--- config.mk ---
export PLATFORM = sky130hd
export DESIGN_NAME = rst_supervisor
export DESIGN_NICKNAME = d
export VERILOG_FILES = /design/src/rtl/rst_supervisor_pkg.sv /design/src/rtl/rst_sync2.sv /design/src/rtl/rst_mr_filter.sv /design/src/rtl/rst_hold_timer.sv /design/src/rtl/rst_supervisor.sv
export SDC_FILE = /design/constraint.sdc
export NUM_CORES = 1
export LEC_CHECK = 0
export BUFFER_PORTS_ARGS = -buffer_cell sky130_fd_sc_hd__buf_2
export CORE_MARGIN = 2
export CORE_UTILIZATION = 64
export CTS_CLUSTER_DIAMETER = 120
export DETAILED_ROUTE_END_ITERATION = 10
export PLACE_DENSITY = 0.84
export SLEW_MARGIN = 10
export SYNTH_ARGS = -nofsm -noshare
export SYNTH_HDL_FRONTEND = slang
export SYNTH_SLANG_ARGS = --single-unit
--- constraint.sdc ---
create_clock -name clk -period 3.3 [get_ports clk]
set_input_delay 0.33 -clock clk [delete_from_list [all_inputs] [get_ports clk]]
set_output_delay 0.33 -clock clk [all_outputs]
set_load 0.05 [all_outputs]
--- src/rtl/rst_supervisor_pkg.sv ---
// Package: rst_supervisor_pkg
// Helper for turning physical times into clock-cycle counts.
// Assumes: the clock frequency is given in Hz; results are rounded up and
// are at least one cycle.
package rst_supervisor_pkg;

    // Convert a time in nanoseconds to a whole number of clock cycles (ceiling, min 1)
    function automatic int unsigned ns_to_cycles(input longint unsigned hz,
                                                 input longint unsigned ns);
        longint unsigned prod;
        longint unsigned cyc;
        prod = hz * ns;
        cyc  = (prod + 64'd999_999_999) / 64'd1_000_000_000;
        if (cyc == 0) cyc = 1;
        return int'(cyc);
    endfunction

endpackage

--- src/rtl/rst_sync2.sv ---
// Module: rst_sync2
// Two-flop synchronizer for a vector of independent asynchronous bits.
// Each bit has its own reset value, taken from RST_VAL.
// Assumes: the bits are unrelated, so no bus coherence is needed.
module rst_sync2 #(
    parameter int unsigned    W       = 1,
    parameter logic [W-1:0]   RST_VAL = '0
) (
    input  logic          clk,
    input  logic          por_n,
    input  logic [W-1:0]  d_async,
    output logic [W-1:0]  q_sync
);

    genvar gi;
    generate
        for (gi = 0; gi < W; gi++) begin : g_bit
            logic stage1;
            logic stage2;

            // Two-stage capture of one asynchronous bit
            always_ff @(posedge clk) begin
                if (!por_n) begin
                    stage1 <= RST_VAL[gi];
                    stage2 <= RST_VAL[gi];
                end else begin
                    stage1 <= d_async[gi];
                    stage2 <= stage1;
                end
            end

            assign q_sync[gi] = stage2;
        end
    endgenerate

endmodule

--- src/rtl/rst_mr_filter.sv ---
// Module: rst_mr_filter
// Glitch filter for the synchronized active-low manual reset.
// The filtered state flips only after the input has disagreed with it for
// MR_CYC consecutive cycles. One agreeing sample clears the count, so the
// filter behaves the same when it activates and when it releases.
// Assumes: mr_n_s is already synchronized to clk.
module rst_mr_filter #(
    parameter int unsigned MR_CYC = 500
) (
    input  logic clk,
    input  logic por_n,
    input  logic mr_n_s,
    output logic mr_active
);

    localparam int unsigned CW = (MR_CYC < 2) ? 1 : $clog2(MR_CYC);
    localparam logic [CW-1:0] LAST = CW'(MR_CYC - 1);

    logic [CW-1:0] agree_cnt;
    logic          differs;

    assign differs = (~mr_n_s) != mr_active;

    // Count consecutive disagreeing samples and flip the state at the threshold
    always_ff @(posedge clk) begin
        if (!por_n) begin
            agree_cnt <= '0;
            mr_active <= 1'b0;
        end else if (differs) begin
            if (agree_cnt == LAST) begin
                agree_cnt <= '0;
                mr_active <= ~mr_active;
            end else begin
                agree_cnt <= agree_cnt + 1'b1;
            end
        end else begin
            agree_cnt <= '0;
        end
    end

endmodule

--- src/rtl/rst_hold_timer.sv ---
// Module: rst_hold_timer
// Reset stretcher. The counter reloads to HOLD_CYC in every cycle in which
// a cause is present, and it counts down once all causes are gone. Reset
// releases in the cycle the count runs out. A one-cycle pulse marks each
// release.
// Assumes: cause is a synchronous, already filtered signal.
module rst_hold_timer #(
    parameter int unsigned HOLD_CYC = 1000
) (
    input  logic clk,
    input  logic por_n,
    input  logic cause,
    output logic rst_hold,
    output logic release_pulse
);

    localparam int unsigned HW = $clog2(HOLD_CYC + 1);
    localparam logic [HW-1:0] FULL = HW'(HOLD_CYC);
    localparam logic [HW-1:0] ONE  = HW'(1);

    logic [HW-1:0] remain;
    logic          last_tick;

    assign last_tick = !cause && (remain <= ONE);

    // Load the counter on a cause, otherwise count down to release
    always_ff @(posedge clk) begin
        if (!por_n) begin
            remain   <= FULL;
            rst_hold <= 1'b1;
        end else if (cause) begin
            remain   <= FULL;
            rst_hold <= 1'b1;
        end else if (!last_tick) begin
            remain   <= remain - 1'b1;
            rst_hold <= 1'b1;
        end else begin
            remain   <= '0;
            rst_hold <= 1'b0;
        end
    end

    // Flag the single cycle in which reset first reads released
    always_ff @(posedge clk) begin
        if (!por_n) release_pulse <= 1'b0;
        else        release_pulse <= rst_hold && last_tick;
    end

endmodule

--- src/rtl/rst_supervisor.sv ---
// Module: rst_supervisor (top)
// Merges the supply-good flag and the filtered manual reset into one
// stretched reset, and drives it at the polarity set by OUT_ACTIVE_HIGH.
// Assumes: supply_ok and mr_n are asynchronous; por_n is synchronous to clk
// and is asserted once at power-on.
module rst_supervisor #(
    parameter int unsigned CLK_HZ          = 50_000_000,
    parameter int unsigned HOLD_US         = 240_000,
    parameter int unsigned MR_FILTER_NS    = 10_000,
    parameter bit          OUT_ACTIVE_HIGH = 1'b0
) (
    input  logic clk,
    input  logic por_n,
    input  logic supply_ok,
    input  logic mr_n,
    output logic rst_out,
    output logic rst_release
);

    localparam int unsigned HOLD_CYC =
        rst_supervisor_pkg::ns_to_cycles(longint'(CLK_HZ), longint'(HOLD_US) * 64'd1000);
    localparam int unsigned MR_CYC =
        rst_supervisor_pkg::ns_to_cycles(longint'(CLK_HZ), longint'(MR_FILTER_NS));

    logic [1:0] sync_q;
    logic       supply_ok_s;
    logic       mr_n_s;
    logic       mr_active;
    logic       rst_cause;
    logic       rst_hold;

    rst_sync2 #(.W(2), .RST_VAL(2'b10)) u_sync (
        .clk     (clk),
        .por_n   (por_n),
        .d_async ({mr_n, supply_ok}),
        .q_sync  (sync_q)
    );

    assign supply_ok_s = sync_q[0];
    assign mr_n_s      = sync_q[1];

    rst_mr_filter #(.MR_CYC(MR_CYC)) u_filt (
        .clk       (clk),
        .por_n     (por_n),
        .mr_n_s    (mr_n_s),
        .mr_active (mr_active)
    );

    assign rst_cause = !supply_ok_s || mr_active;

    rst_hold_timer #(.HOLD_CYC(HOLD_CYC)) u_hold (
        .clk           (clk),
        .por_n         (por_n),
        .cause         (rst_cause),
        .rst_hold      (rst_hold),
        .release_pulse (rst_release)
    );

    // Polarity choice for the outgoing reset
    generate
        if (OUT_ACTIVE_HIGH) begin : g_pol_hi
            assign rst_out = rst_hold;
        end else begin : g_pol_lo
            assign rst_out = !rst_hold;
        end
    endgenerate

endmodule

**Yosys cells after proc, flatten, opt, wreduce, memory -nomap -nowiden**

Index checks and enable logic that the tools add are counted.

- Register bits after elaboration: 40
- Input port bits: 4
- Output and inout bits: 2
- Logic and storage cells: 31

- $add $sub $neg: 2
- Magnitude comparators: 1
- Equal/unequal tests: 2
- Mux-type cells: 2
- Bitwise operators: 4
- Reduce and logical (&&, ||, !) cells: 10

Operators by type and width:

| kind | count |
|---|---|
| $le 24x1->1 const B | 1 |
| $mux 24 | 1 |
| $sub 24x1->24 const B | 1 |
| $add 9x1->9 const B | 1 |
| $eq 9x9->1 const B | 1 |
| $reduce_or 3->1 | 2 |
| $not 1->1 | 4 |
| $logic_not 1->1 | 3 |
| $logic_and 1x1->1 | 2 |
| $reduce_and 2->1 | 1 |
| $reduce_or 2->1 | 1 |
| $logic_or 1x1->1 | 1 |
| $mux 1 | 1 |
| $ne 1x1->1 | 1 |

**Depth between registers and ports, before layout**

Gate-level depths: netlist of the first run.

- Depth in word-level cells: 5
- Gate-level depth with buffers: 8
- Gate-level depth less buffers: 7

**By module**

A second synthesis of the first run with hierarchy kept.

- Cell total of the unflattened synthesis: 191
- Area total of the unflattened synthesis: 1803.0 um2

By module, submodules not included:

| module | instances | cells each | area an instance (um2) | sequential area each (um2) |
|---|---|---|---|---|
| rst_hold_timer | 1 | 130 | 1209.9 | 520.5 |
| rst_mr_filter | 1 | 49 | 462.9 | 200.2 |
| rst_sync2 | 1 | 10 | 120.1 | 80.1 |
| rst_supervisor | 1 | 2 | 10.0 | 0.0 |

**Worst setup path before layout of the first run**

Ideal clock, no wire load.

- Kind: register -> register
- Start point: register u_hold.remain[10]
- End point: register u_hold.remain[10]
- Library setup time: 115 ps
- Data arrival time: 1784 ps
- Data required time: 3185 ps
- Setup slack: 1402 ps
- Cell stages (with the launch flop): 7
- Path buffers: 1
- Period minus slack after synthesis: 1898 ps
- Path through: dfxtp_1 -> or4_4 -> nor4_2 -> and3_1 -> nand2b_1 -> buf_4 -> nor2_1

- Word-level cells in the longest chain between the ends: 3
- Elaborated cells on any way between the ends: 4
- Classes of those cells: add/sub (1); order compare (1); reduce/logical (2)

Ends and longest elaborated chain:

| element | line | text |
|---|---|---|
| from (decl) | rst_hold_timer.sv:21 | `logic [HW-1:0] remain;` |
| from (signal assigned) | rst_hold_timer.sv:35 | `remain <= remain - 1'b1;` |
| $le 24x1->1 | rst_hold_timer.sv:24 | `assign last_tick = !cause && (remain <= ONE);` |
| $logic_and 1x1->1 | rst_hold_timer.sv:24 |  |
| $reduce_or 3->1 (no source line) | -- |  |

Parallel ways exist; a longest one is shown, timed or not.
A chain may end at the register's enable or synchronous reset.

**Worst setup path in the final report of the first run**

- Start point: register u_hold.remain[10]
- End point: register u_hold.remain[2]

- Word-level cells in the longest chain between the ends: 3

Ends and longest elaborated chain:

| element | line |
|---|---|
| $le 24x1->1 | rst_hold_timer.sv:24 |
| $logic_and 1x1->1 | rst_hold_timer.sv:24 |
| $reduce_or 3->1 (no source line) | -- |

Every way passes these cells.

==> results of run 1 <==
## through the flow
step	instance area, um^2	util, %	hold slack, ns	std cells	worst slack [ns]
after floorplan	1720	-	0.386	187	1.40
after global placement	1750	70.1	0.399	218	1.15
after detailed placement	1750	70.1	0.408	218	1.12
after CTS	1820	72.6	0.125	226	1.09
after global routing	1820	72.6	0.142	226	0.898
final	1820	72.6	0.141	226	1.10
## worst reg2reg max path: cells and delay by family, from the launching register on
family,cells,cell delay (ns)
and+or+nand+nor,5,1.72
DFF,1,0.36
## worst max-delay path by stage
stage | start | to | cells after the start
detailed placement | u_hold.remain[10] | u_hold.remain[10] | 5
CTS | u_hold.remain[10] | u_hold.remain[10] | 5
global placement | u_hold.remain[10] | u_hold.remain[4] | 5
global route | u_hold.remain[10] | u_hold.remain[2] | 5
finish | u_hold.remain[10] | u_hold.remain[2] | 5
floorplan | u_hold.remain[10] | u_hold.remain[10] | 6
## sequential cells by signal, indices dropped and copies added, names as in the netlist
register and cells:
u_hold.remain 24, u_hold.rst_hold 1, u_filt.mr_active 1, u_sync.g_bit.stage2 2
u_filt.agree_cnt 9, u_hold.release_pulse 1, u_sync.g_bit.stage1 2
## cell families (layout without fill, tap and decap cells)
family | after synthesis | count (layout) | synth area share, %
AOI/OAI and AO/OA | 13 | 13 | 4.08
adders and majority gates | 3 | 3 | 2.19
buffers and inverters | 10 | 19 | 2.91
and+or+nand+nor | 94 | 94 | 30.4
xor gates and xnor gates | 27 | 27 | 13.8
DFF | 40 | 40 | 46.6
## power groups by stage
stage	sequential, W	combinational [W]	clock, W
6_report	0.000492	0.0000375	0.000266
5_1_grt	0.000493	0.0000429	0.000291
4_1_cts	0.000492	0.0000377	0.000278
3_5_place_dp	0.000503	0.0000375	0
3_3_place_gp	0.000503	0.0000362	0
2_1_floorplan	0.000502	0.0000321	0
## cells in the mapped netlist (all sizes together)
library cell   n
dfxtp         40
a21boi         1
nor4b          3
nand3b         1
nand4b         1
nand3          6
a21oi          5
nand2b         4
ha             3
nor3           3
buf            3
and3           5
and2           4
o21ai          5
or2b           1
nor2          32
nand2         12
or3            8
clkbuf         1
inv            6
xor2          17
nand4          4
nor4           4
and3b          1
or4            3
a31oi          2
nor2b          1
xnor2         10
and4b          1
## layer usage
| layer | vias up | part of all wire (%) | GRT usage (%) |
|---|---|---|---|
| li1 | 648 | - | - |
| met3 | 8 | 3.3 | 5.12 |
| met4 | 0 | 2.4 | 14.3 |
| met2 | 13 | 50 | 35.9 |
| met5 | - | 0 | 0 |
| met1 | 593 | 45 | 25.9 |
## area by class of cell
type	instances	area (um^2)
Timing Repair Buffer	5	25.0
Sequential cell	40	801
Clock inverter	1	7.51
Inverter	6	22.5
Fill cell	191	684
Tap cell	30	37.5
Clock buffer	7	55.1
Multi-Input combinational cell	137	867
## cell usage in the layout (no fill, tap or decap), types with 3 or more instances in the layout
master	count
nand3_1	6
nor3_1	3
nor2_1	32
clkbuf_4	5
dfxtp_1	40
inv_1	6
or3_1	8
and2_1	4
a21oi_1	5
nand2_1	11
buf_2	5
and3_1	5
o21ai_0	5
nand2b_1	4
nand4_1	4
xor2_1	17
xnor2_1	10
ha_1	3
==> results.toml, run 1 <==
[drt]
drcViolationCount = 0
via_per_inst = 5.58
finalWirelength_mm = 2.91
wire_per_inst_um = 12.9
ant_nets = 0
drt_iter0_drc = 30
num_vias = 1262
drt_first_pass_iters = 4

[critical_path]
cpLargestDelayFamily = "simple AND/OR/NAND/NOR gates"
critPathBufInv = 0
r2r_setup_slack_ns = 1.10
r2r-start = "u_hold.remain[10]"
crit_path_max_incr_delay_ns = 0.53
end_kind = "register"
crit_chain = "or4_4, nor4_2, and3_1, nand2b_1, nor2_1"
timing.rr.end = "u_hold.remain[2]"
r2r_cells = 5
cp_data_required_time_ns = 3.54
worstPathMaxFanout = 13
arrival_ns = 2.45
slowest_stage = "or4_4"
crit_type = "register to register"
cp-start-kind = "register"

[sta]
slew_viol_final = 0
rsz0062_at_grt = "no"
finalCritPeriodShare_pct = 66.8
fin_setup_tns_ns = 0
hold_viol_final = 0
finClkSkew_ns = 0.0157
worstMarginPinSlew_ns = 0.606
max_freq_mhz = 454
setup_viol = 0
maxSlewHeadroom_pct = 59.4
min_period_ns = 2.20

[clock_tree]
cts_buffers = 5
clock_path_buffers = 2
cts_tree = "done"
h-tree-depth = 2
postCtsSetupBuffers = 0
clock_latency_ns = 0.36
clk_pin_slew_ns = 0.12
hold_buffers = 0
clock-root-buffer = "clkbuf_4"
cts_resized = 0
cts.sinks = 40

[worst_hold_path]
min_path_type = "input port to register"
hp-start = "mr_n"
holdPathEnd = "u_sync.g_bit[1].stage1"
whs_path_depth = 2

[global_routing]
grt_pass1_wl_mm = 5.31
grt_max_degree = 14
grt_usage_pct = 22.0
grt_pass1_vias = 1274
antenna_found_initial = 0
grt_overflow_total = 0

[power]
clkPwrFrac_pct = 33.4
p_leak_nw = 0.693
p_sw_share_pct = 23.5
p_int_w = 0.000609
combinationalPowerShare_pct = 4.7
power_w = 0.000796
power.switching_w = 0.000187
power_density_nw_per_um2 = 438
pwr-share-seq_pct = 61.9
ir_drop_v = 0.000395

[final_layout]
final_nets = 202
syn_to_final_growth_pct = 5.68
drive_above_1_share_pct = 8.67
num_antenna_cells = 0

[yosys]
synth_nets = 194
syn_inst = 187
synth_area_um2 = 1720
yosys-top-cells-area = "dfxtp_1 (47%), xor2_1 (8.7%), nor2_1 (7.0%)"
synth_top_area_share_pct = 46.6
yosysTopAreaCell = "dfxtp_1"
ys_seq_area_share_pct = 46.6
yosysWarnings = 0
syn_avg_cell_area_um2 = 9.19
yosysUniqueCellTypes = 35
ys_ff_latch = 40

[floorplanning]
die-area_um2 = 3110
core_area_um2 = 2500
io_pins = 6
start_util_pct = 68.7
die_y_um = 55.8
die_w_um = 55.8
rows = 18

[place]
gp_congestion = 0.792
portBuffers = 5
dpl.hpwl_mm = 2.12

[flow_run]
drv_cap = 0

[run_status]
status = "complete, no violations"
(Power assumes the default switching activity.)
==> run 2: changes to the inputs <==
- CORE_UTILIZATION: 64 -> 59
- PLACE_DENSITY: 0.84 -> 0.78
- clock period: 3.3 -> 2.2 ns (I/O delays scaled with it)
==> results.toml, run 2 (same netlist as run 1, synthesis figures left out) <==
[floorplanning]
start_util_pct = 62.3
die_w_um = 58.0
core_area_um2 = 2760
io_pins = 6
die-area_um2 = 3360
die_y_um = 58.0
rows = 19

[drt]
wl_met1_mm = 1.33
drt_iter0_drc = 46
via_per_inst = 5.47
wl_met3_um = 63
dr_wl_met2_mm = 1.54
drt_first_pass_iters = 4
ant_nets = 0
finalWirelength_mm = 2.95
wire_per_inst_um = 12.7
highest_layer = "met4"
drcViolationCount = 0
num_vias = 1274

[sta]
rsz0062_at_grt = "no"
hold_viol_final = 0
fin_setup_tns_ns = 0
setup_viol = 0
finalCritPeriodShare_pct = 93.7
worstMarginPinSlew_ns = 0.496
maxSlewHeadroom_pct = 66.8
finClkSkew_ns = 0.00620
slew_viol_final = 0
max_freq_mhz = 485
min_period_ns = 2.06

[clock_tree]
cts_buffers = 5
clock_latency_ns = 0.33
postCtsSetupBuffers = 0
hold_buffers = 0
clock_path_buffers = 2
h-tree-depth = 2
cts.sinks = 40
clk_pin_slew_ns = 0.12
cts_tree = "done"
clock-root-buffer = "clkbuf_4"

[final_layout]
largest_register_ffs = 24
post-route-util_pct = 69.0
syn_to_final_growth_pct = 10.8
final_nets = 208
layout_common_cells = "dfxtp_1 (40), nor2_1 (32), xor2_1 (17), nand2_1 (11), xnor2_1 (10)"
layout_commonest_cell = "dfxtp_1"
largest_registers = "u_hold.remain: 24 flops, u_filt.agree_cnt: 9 flops"
drive_above_1_share_pct = 12.4
top_register = "u_hold.remain"
final_cell_area_um2 = 1900
num_antenna_cells = 0

[worst_hold_path]
min_path_type = "input port to register"

[critical_path]
cp_data_required_time_ns = 2.44
crit_path_max_incr_delay_ns = 0.54
end_kind = "register"
crit_type = "register to register"
critPathBufInv = 1
slowest_stage = "or4_4"
crit_chain = "or4_4, nor4_2, and3_1, nand2b_1, buf_12, nor2_1"
cp-start-kind = "register"
worstPathMaxFanout = 13
arrival_ns = 2.30
cpLargestDelayFamily = "simple AND/OR/NAND/NOR gates"

[power]
p_leak_nw = 0.748
ir_drop_v = 0.000748
power_density_nw_per_um2 = 684

[global_routing]
antenna_found_initial = 0
grt_pass1_vias = 1230
grt_pass1_wl_mm = 5.15
grt_overflow_total = 0
grt_max_degree = 14
grt_usage_pct = 20.3

[place]
dpl.hpwl_mm = 2.21
place_area_um2 = 1810
portBuffers = 5
gp_congestion = 0.827

[flow_run]
drv_cap = 0

[run_status]
status = "complete, no violations"
-- run 2: cell count changes in the layout (fill, tap and decap cells not counted) --
| cell | delta |
|---|---|
| buf_12 | +1 |
| clkbuf_1 | -1 |
| clkinvlp_4 | -1 |
| and2_2 | +1 |
| bufinv_16 | +1 |
| buf_4 | +5 |
| and2_1 | -1 |
| clkinv_4 | +1 |
-- run 2: cell type report --
cell class	count	area, um^2
Sequential cell	40	801
Clock buffer	6	51.3
Clock inverter	2	38.8
Tap cell	31	38.8
Timing Repair Buffer	11	82.6
Inverter	6	22.5
Fill cell	211	855
Multi-Input combinational cell	137	868
-- run 2: routing by layer --
layer  vias up  GRT usage (%)
li1        663              -
met1       602           23.0
met2         7           35.6
met3         2           5.36
met4         0           8.97
met5         -              0
-- run 2: through the flow --
| stage | hold WS [ns] | cells | setup slack, ns | power [W] |
|---|---|---|---|---|
| after global routing | 0.0325 | 233 | 0.0241 | 0.00136 |
| after CTS | 0.0371 | 233 | 0.107 | 0.00132 |
| after global placement | 0.399 | 225 | 0.209 | 0.000813 |
| after detailed placement | 0.407 | 225 | 0.132 | 0.000815 |
| final | 0.0603 | 233 | 0.138 | 0.00130 |
| after floorplan | 0.293 | 187 | 0.302 | 0.000802 |
-- run 2: power by group --
group / switching, W / total, W / internal [W]
Clock: 0.000231 / 0.000503 / 0.000272
Sequential: 0.00000614 / 0.000739 / 0.000733
Combinational: 0.0000324 / 0.0000602 / 0.0000278
Total: 0.000269 / 0.00130 / 0.00103
-- run 2: path summary, 6_finish.rpt --
kind / from / to / slack, ns / depth (start not counted)
setup reg to reg: u_hold.remain[10] / u_hold.remain[22] / 0.14 / 6
hold / removal: mr_n / u_sync.g_bit[1].stage1 / 0.06 / 2
setup / recovery: u_hold.remain[10] / u_hold.remain[22] / 0.14 / 6
hold reg to reg: u_sync.g_bit[1].stage1 / u_sync.g_bit[1].stage2 / 0.44 / 1
-- run 2: timing repair --
action,in CTS,in global routing
endpoints found under the hold margin,0,0
gates resized for setup,0,1
setup endpoints to repair,0,8
==> run 3: changes to the inputs <==
- MAX_ROUTING_LAYER: default -> met4
- SLEW_MARGIN: 10 -> default
==> results.toml, run 3 (same netlist as run 1, synthesis figures left out) <==
[clock_tree]
clock-root-buffer = "clkbuf_4"
cts_tree = "done"
cts.sinks = 40
clock_path_buffers = 2
clock_latency_ns = 0.34
cts_buffers = 5
clk_pin_slew_ns = 0.12
h-tree-depth = 2
postCtsSetupBuffers = 0

[sta]
finClkSkew_ns = 0.00582
worstMarginPinSlew_ns = 0.488
fin_setup_tns_ns = 0
maxSlewHeadroom_pct = 67.3
rsz0062_at_grt = "no"
hold_viol_final = 0
min_period_ns = 2.07
setup_viol = 0
finalCritPeriodShare_pct = 93.9
max_freq_mhz = 484
slew_viol_final = 0

[floorplanning]
die-area_um2 = 3360
io_pins = 6
die_y_um = 58.0
rows = 19
start_util_pct = 62.3
core_area_um2 = 2760
die_w_um = 58.0

[critical_path]
r2r_cells = 6
crit_path_max_incr_delay_ns = 0.54
endpoint = "u_hold.remain[22]"
arrival_ns = 2.30
crit_chain = "or4_4, nor4_2, and3_1, nand2b_1, buf_12, nor2_1"
timing.rr.end = "u_hold.remain[22]"
cp-start-kind = "register"
cp_data_required_time_ns = 2.44
slowest_stage = "or4_4"
worstPathMaxFanout = 13
r2r_setup_slack_ns = 0.13
r2r-start = "u_hold.remain[10]"
crit_type = "register to register"
cp-startpoint = "u_hold.remain[10]"
end_kind = "register"

[drt]
num_vias = 1272
drt_first_pass_iters = 4
finalWirelength_mm = 2.95
via_per_inst = 5.46
wire_per_inst_um = 12.6
ant_nets = 0
drcViolationCount = 0
drt_iter0_drc = 51

[global_routing]
grt_usage_pct = 20.9
grt_pass1_wl_mm = 5.14
antenna_found_initial = 0
grt_max_degree = 14
grt_overflow_total = 0
grt_pass1_vias = 1231

[place]
dp_cells = 225
gp_congestion = 0.840
place_area_um2 = 1810
portBuffers = 5
dpl.hpwl_mm = 2.21

[final_layout]
top_register = "u_hold.remain"
largest_registers = "u_hold.remain: 24 flops, u_filt.agree_cnt: 9 flops"
final_nets = 208
layout_common_cells = "dfxtp_1 (40), nor2_1 (32), xor2_1 (17), nand2_1 (11), xnor2_1 (10)"
num_antenna_cells = 0
finalNonFillerCells = 233
syn_to_final_growth_pct = 10.8
layout_commonest_cell = "dfxtp_1"
largest_register_ffs = 24
final_cell_area_um2 = 1900
drive_above_1_share_pct = 12.4
post-route-util_pct = 69.0
fillers = 211

[power]
power_w = 0.00130
p_leak_nw = 0.748
power_density_nw_per_um2 = 685
ir_drop_v = 0.000748

[run_status]
status = "complete, no violations"

[flow_run]
drv_cap = 0

[worst_hold_path]
min_path_type = "input port to register"
==> run 3: cell counts in the layout (fill, tap and decap cells not counted) <==
Identical to the previous run, type by type.
==> run 3: worst min path at each step <==
stage | slack (ns) | cells past startpoint | start | endpoint
6_report | 0.06 | 2 | mr_n | u_sync.g_bit[1].stage1
5_1_grt | 0.03 | 2 | mr_n | u_sync.g_bit[1].stage1
4_1_cts | 0.04 | 2 | mr_n | u_sync.g_bit[1].stage1
3_5_place_dp | 0.41 | 1 | u_sync.g_bit[1].stage1 | u_sync.g_bit[1].stage2
3_3_place_gp | 0.40 | 1 | u_sync.g_bit[1].stage1 | u_sync.g_bit[1].stage2
2_1_floorplan | 0.29 | 1 | por_n | u_sync.g_bit[1].stage1
==> run 3: stage by stage <==
stage	setup slack (ns)	hold slack, ns
after global routing	0.0241	0.0325
final	0.134	0.0601
after detailed placement	0.132	0.407
after global placement	0.209	0.399
after floorplan	0.302	0.293
after CTS	0.107	0.0371
==> run 3: repair_timing <==
item | in CTS | in global routing
setup endpoints to repair | 0 | 8
gates resized for setup | 0 | 1
hold buffers | 0 | 0
==> run 3: final cells by class <==
type / count / area, um^2 / share of cell area (%)
Multi-Input combinational cell: 137 / 868 / 45.6
Sequential cell: 40 / 801 / 42.1
Timing Repair Buffer: 11 / 82.6 / 4.34
Clock buffer: 6 / 51.3 / 2.70
Clock inverter: 2 / 38.8 / 2.04
Tap cell: 31 / 38.8 / 2.04
Inverter: 6 / 22.5 / 1.18
==> run 3: worst max-delay path: cells and delay by family (launching register included) <==
family	cells	cell delay, ns
and+or+nand+nor	5	1.46
DFF	1	0.36
buffers and inverters	1	0.15
==> run 3: report_power, final <==
group | total, W | switching [W] | internal (W)
combinational | 0.0000603 | 0.0000325 | 0.0000278
sequential | 0.000739 | 0.00000615 | 0.000733
clock | 0.000504 | 0.000231 | 0.000272
==> run 3: routing by layer <==
| metal | routed length (um) | up-vias | GRT usage (%) |
|---|---|---|---|
| met5 | 0 | - | - |
| met4 | 16 | 0 | 8.97 |
| met3 | 62 | 2 | 5.36 |
| met2 | 1520 | 7 | 35.6 |
| met1 | 1340 | 600 | 23.0 |
| li1 | - | 663 | - |
